==> src/rtl/mpx_uart_rx.sv <==
module mpx_uart_rx #(
  parameter int OVS = 16,
  parameter int DW  = 8
) (
  input  logic          clk,
  input  logic          rst_n,
  input  logic          rxd,
  input  logic          tick16,
  input  logic          parity_en,
  input  logic          parity_odd,
  input  logic          mp_mode,
  input  logic [DW-1:0] station_id,
  input  logic          rx_clear,
  input  logic          err_clear,
  output logic [DW-1:0] rx_data,
  output logic          rx_is_addr,
  output logic          rx_full,
  output logic          overrun,
  output logic          frame_err,
  output logic          parity_err,
  output logic          irq_rx,
  output logic          irq_err
);
  localparam int CW  = $clog2(OVS);
  localparam int BW  = $clog2(DW);
  localparam int MID = OVS / 2 - 1;

  typedef enum logic [2:0] {S_IDLE, S_START, S_DATA, S_XBIT, S_STOP, S_HOLD} st_t;

  st_t           st;
  logic [CW-1:0] cnt;
  logic [BW-1:0] bitn;
  logic [DW-1:0] sh;
  logic          xb, addressed;

  wire last    = (cnt == CW'(OVS - 1));
  wire xused   = mp_mode | parity_en;
  wire par_ok  = ((^sh) ^ xb) == parity_odd;
  wire stop_ev = tick16 && (st == S_STOP) && last;
  wire good    = stop_ev && rxd && (mp_mode || !parity_en || par_ok);
  wire id_hit  = (sh == station_id);
  wire deliver = good && (!mp_mode || (xb ? id_hit : addressed));

  assign irq_rx  = rx_full;
  assign irq_err = frame_err | parity_err | overrun;

  always_ff @(posedge clk or negedge rst_n) begin
    if (!rst_n) begin
      st <= S_IDLE; cnt <= '0; bitn <= '0; sh <= '0; xb <= 1'b0;
      addressed <= 1'b0; rx_data <= '0; rx_is_addr <= 1'b0; rx_full <= 1'b0;
      overrun <= 1'b0; frame_err <= 1'b0; parity_err <= 1'b0;
    end else begin
      if (tick16) begin
        case (st)
          S_IDLE:  if (!rxd) begin st <= S_START; cnt <= '0; end
          S_START: begin
            if (cnt == CW'(MID)) begin
              cnt  <= '0;
              bitn <= '0;
              st   <= rxd ? S_IDLE : S_DATA;
            end else cnt <= cnt + 1'b1;
          end
          S_DATA: begin
            cnt <= cnt + 1'b1;
            if (last) begin
              sh   <= {rxd, sh[DW-1:1]};
              bitn <= bitn + 1'b1;
              if (bitn == BW'(DW - 1)) st <= xused ? S_XBIT : S_STOP;
            end
          end
          S_XBIT: begin
            cnt <= cnt + 1'b1;
            if (last) begin xb <= rxd; st <= S_STOP; end
          end
          S_STOP: begin
            cnt <= cnt + 1'b1;
            if (last) st <= rxd ? S_IDLE : S_HOLD;
          end
          default: if (rxd) st <= S_IDLE;
        endcase
      end

      if (err_clear) begin
        frame_err <= 1'b0; parity_err <= 1'b0; overrun <= 1'b0;
      end
      if (stop_ev && !rxd) frame_err <= 1'b1;
      if (stop_ev && rxd && !mp_mode && parity_en && !par_ok) parity_err <= 1'b1;
      if (deliver && rx_full) overrun <= 1'b1;

      if (deliver && !rx_full) begin
        rx_data    <= sh;
        rx_is_addr <= mp_mode & xb;
        rx_full    <= 1'b1;
      end else if (rx_clear) rx_full <= 1'b0;

      if (!mp_mode) addressed <= 1'b0;
      else if (good && xb) addressed <= id_hit;
    end
  end
endmodule

==> config.mk <==
export PLATFORM = sky130hd
export DESIGN_NAME = mpx_uart_rx
export DESIGN_NICKNAME = d
export VERILOG_FILES = /design/src/rtl/mpx_uart_rx.sv
export SDC_FILE = /design/constraint.sdc
export NUM_CORES = 1
export LEC_CHECK = 0
export BUFFER_PORTS_ARGS = -buffer_cell sky130_fd_sc_hd__buf_2
export CORE_MARGIN = 3
export CORE_UTILIZATION = 30
export CTS_CLUSTER_DIAMETER = 40
export DETAILED_ROUTE_END_ITERATION = 7
export PLACE_DENSITY = 0.47
export SLEW_MARGIN = 10
export SYNTH_ARGS = -nofsm -noshare
export SYNTH_HDL_FRONTEND = slang
export SYNTH_SLANG_ARGS = --single-unit
==> constraint.sdc <==
create_clock -name clk -period 2.6 [get_ports clk]
set_input_delay 0.52 -clock clk [delete_from_list [all_inputs] [get_ports clk]]
set_output_delay 0.52 -clock clk [all_outputs]
set_load 0.05 [all_outputs]
==> run_results.csv <==
group,metric,value,unit
run_status,status,"complete, no violations",
synth,synthesis.nets,181,
cells_and_area,final_nets,215,
sta,finalCritPeriodShare,90.2,%
cells_and_area,multiInputGateArea,898,um2
synth,yosysMostFrequentCell,"dfrtp_1",
routing,finalWirelength,3.84,mm
worst_setup_path,crit_type,"flop to flop",
place,io_buffers,31,
synth,synth_cell_type_count,41,
sta,slew_viol_final,0,
routing,drc_errors,0,
routing,routed_via_density,4.93,
clock_network,clock_latency,0.29,ns
pwr,power.total,1.43,mW
pwr,power.switching,0.501,mW
synth,synth_edf_count,0,
cells_and_area,n_antenna_cell,0,
sta,rsz0062_at_grt,"no",
worst_setup_path,critPathMaxStageDelay,0.43,ns
routing,antenna_left,0,
pwr,peakVddDrop,0.203,mV
worst_setup_path,startpoint_type,"flop",
cells_and_area,drive_gt1_share,30.1,%
clock_network,cts_tree,"done",
worst_setup_path,cp_data_arrival_time,2.52,ns
clock_network,cts_setup_buffers,0,
place,pre_cts_ws,0.153,ns
cells_and_area,ff_latch_area,826,um2
worst_setup_path,end_kind,"flop",
clock_network,cts_buffers,5,
place,dp_hpwl,2.86,mm
pwr,sequentialPowerShare,47.7,%
grt,grt_first_pass_wirelength,6.35,mm
floorplanning,initial_core_util,31.6,%
cells_and_area,finish.utilization,37.3,%
clock_network,holdBufCountCts,0,
grt,grt-ovfl-total,0,
floorplanning,core,5610,um2
worst_setup_path,cpMaxStageDelayCell,"dfrtp_1",
sta,fmax,426,MHz
synth,synth_top_cell_area_share,46.6,%
floorplanning,dieArea,6870,um2
pwr,p_int,0.929,mW
clock_network,post_cts_resized,0,
clock_network,cts_root_buf,"clkbuf_8",
clock_network,clk_path_buf_depth,2,
grt,track_usage,11.2,%
sta,setup_viol,0,
grt,grt_max_degree,34,
routing,dr.first_iter.drc_count,52,
sta,slew_headroom,50.5,%
clock_network,clock_sinks,33,
routing,dr_total_vias,1322,
worst_setup_path,path_cells,"xnor2_1 > xnor3_1 > xnor2_1 > a2111oi_4 > buf_4 > mux2_2",
routing,dr.pass1.iters,4,
cells_and_area,area_growth,17.9,%
pwr,p_leak,1.01,nW
grt,grt_pass1_vias,1321,
worst_setup_path,path_max_fanout,10,
sta,tns,0,ns
sta,finalCriticalPeriod,2.35,ns
pwr,power_density,684,nW/um2
sta,finClkSkew,0.00530,ns
floorplanning,fp.dieW,82.9,um
sta,worst_slack,0.254,ns
grt,antenna_found_initial,0,
sta,final_hold_viol_count,0,
routing,wire_per_inst,14.3,um
sta,whs,0.291,ns
job,cap_violations,0,
worst_hold_path,hp-class,"input port to asynchronous set/reset pin",
worst_setup_path,cp_common_cell,"xnor2_1",
synth,ys.flop_type,"dfrtp_1",
floorplanning,rows,27,
synth,ys_seq_area_share,46.6,%
floorplanning,num_io_pins,32,
synth,yosys_warnings,0,
pwr,p_comb_share,25.6,%
synth,syn_area,1770,um2
place,gp_congestion,0.807,
synth,syn-instance-count,161,
synth,ys_top_cells_by_count,"33 x dfrtp_1, 16 x mux2_2, 16 x xnor2_1",
clock_network,h-tree-depth,2,
pwr,p_sw_share,35.0,%
floorplanning,die_h,82.9,um
synth,yosys-top-cells-area,"dfrtp_1 47%, mux2_2 10%, xnor2_1 7.9%",
synth,ys_ff_latch,33,
synth,synth-async-reset-ratio,100,%
pwr,p_clk_share,26.8,%
synth,avgSynthCellArea,11.0,um2
sta,worstMarginPinSlew,0.742,ns
clock_network,clkTransAtPathRegs,0.07,ns
synth,yosys.area.top_type,"dfrtp_1",
worst_setup_path,required,2.78,ns
cells_and_area,nFillCells,587,
-- stage by stage --
stage / instance area (um2) / cells
finish: 2090 / 268
detailed placement: 2000 / 260
floorplan: 1770 / 161
global placement: 2000 / 260
CTS: 2090 / 268
global route: 2090 / 268
-- cell families after synthesis --
| group | synth area share (%) |
|---|---|
| compound gates | 14.7 |
| xor+xnor | 9.17 |
| fa+ha+maj | 2.12 |
| buf+inv | 2.75 |
| flops | 46.6 |
| mux | 11.9 |
| simple gates | 12.8 |
-- state kept, by name, indices dropped and copies added (netlist names) --
register    cells
frame_err       1
parity_err      1
sh              8
xb              1
bitn            3
overrun         1
irq_rx          1
rx_is_addr      1
addressed       1
st              3
cnt             4
rx_data         8
-- final timing paths --
check / startpoint / to / slack, ns / cells past startpoint
worst max-delay path: sh[4] / rx_data[7] / 0.25 / 6
worst min-delay path: rst_n / rx_data[6] / 0.29 / 1
worst max register to register: sh[4] / rx_data[7] / 0.25 / 6
worst min register to register: rx_data[5] / rx_data[5] / 0.51 / 1
max in group asynchronous: rst_n / cnt[3] / 1.83 / 1
min in group clk: tick16 / cnt[2] / 0.49 / 2
-- critical path, delay by kind of cell, from the launching register on --
kind	cells	cell delay, ns
muxes	1	0.35
buffers and inverters	1	0.24
AOI/OAI and AO/OA	1	0.36
DFF	1	0.43
xor gates and xnor gates	3	0.84
-- per-layer routing --
layer  GRT usage, %  vias to the layer above  share of wire, %
li1               -                      654                 -
met5              0                        -                 0
met4           4.01                        0               1.4
met1           14.9                      637                47
met2           17.1                       25                47
met3           3.67                        6               4.5
-- power by group through the flow --
stage	Clock (mW)	Sequential, mW	Combinational (mW)
5_1_grt	0.424	0.693	0.417
3_3_place_gp	0	0.682	0.347
4_1_cts	0.399	0.679	0.368
2_1_floorplan	0	0.622	0.332
6_report	0.382	0.681	0.366
3_5_place_dp	0	0.687	0.364
-- layout by cell type, fill, tap and decap left out, drive strengths merged, types with 3 or more instances in the layout --
cell type / netlist / routed
mux2: 16 / 16
o21ai: 6 / 6
nand4: 3 / 3
inv: 7 / 7
nand2b: 4 / 4
dfrtp: 33 / 33
mux2i: 3 / 3
ha: 3 / 3
xnor2: 16 / 16
nor2: 10 / 10
clkbuf: 3 / 5
o22ai: 3 / 3
a21oi: 5 / 5
a22o: 3 / 3
buf: 2 / 32
nand2: 11 / 11
a32o: 3 / 3
-- layout make-up --
class	instances	share of cell area [%]
timing repair buffer	32	7.78
tap	72	4.31
multi-input combinational	116	43.0
inverter	7	1.26
clock inverter	3	0.838
sequential	33	39.5
clock buffer	5	3.29
Note: power is estimated with default switching activity, not from simulation.
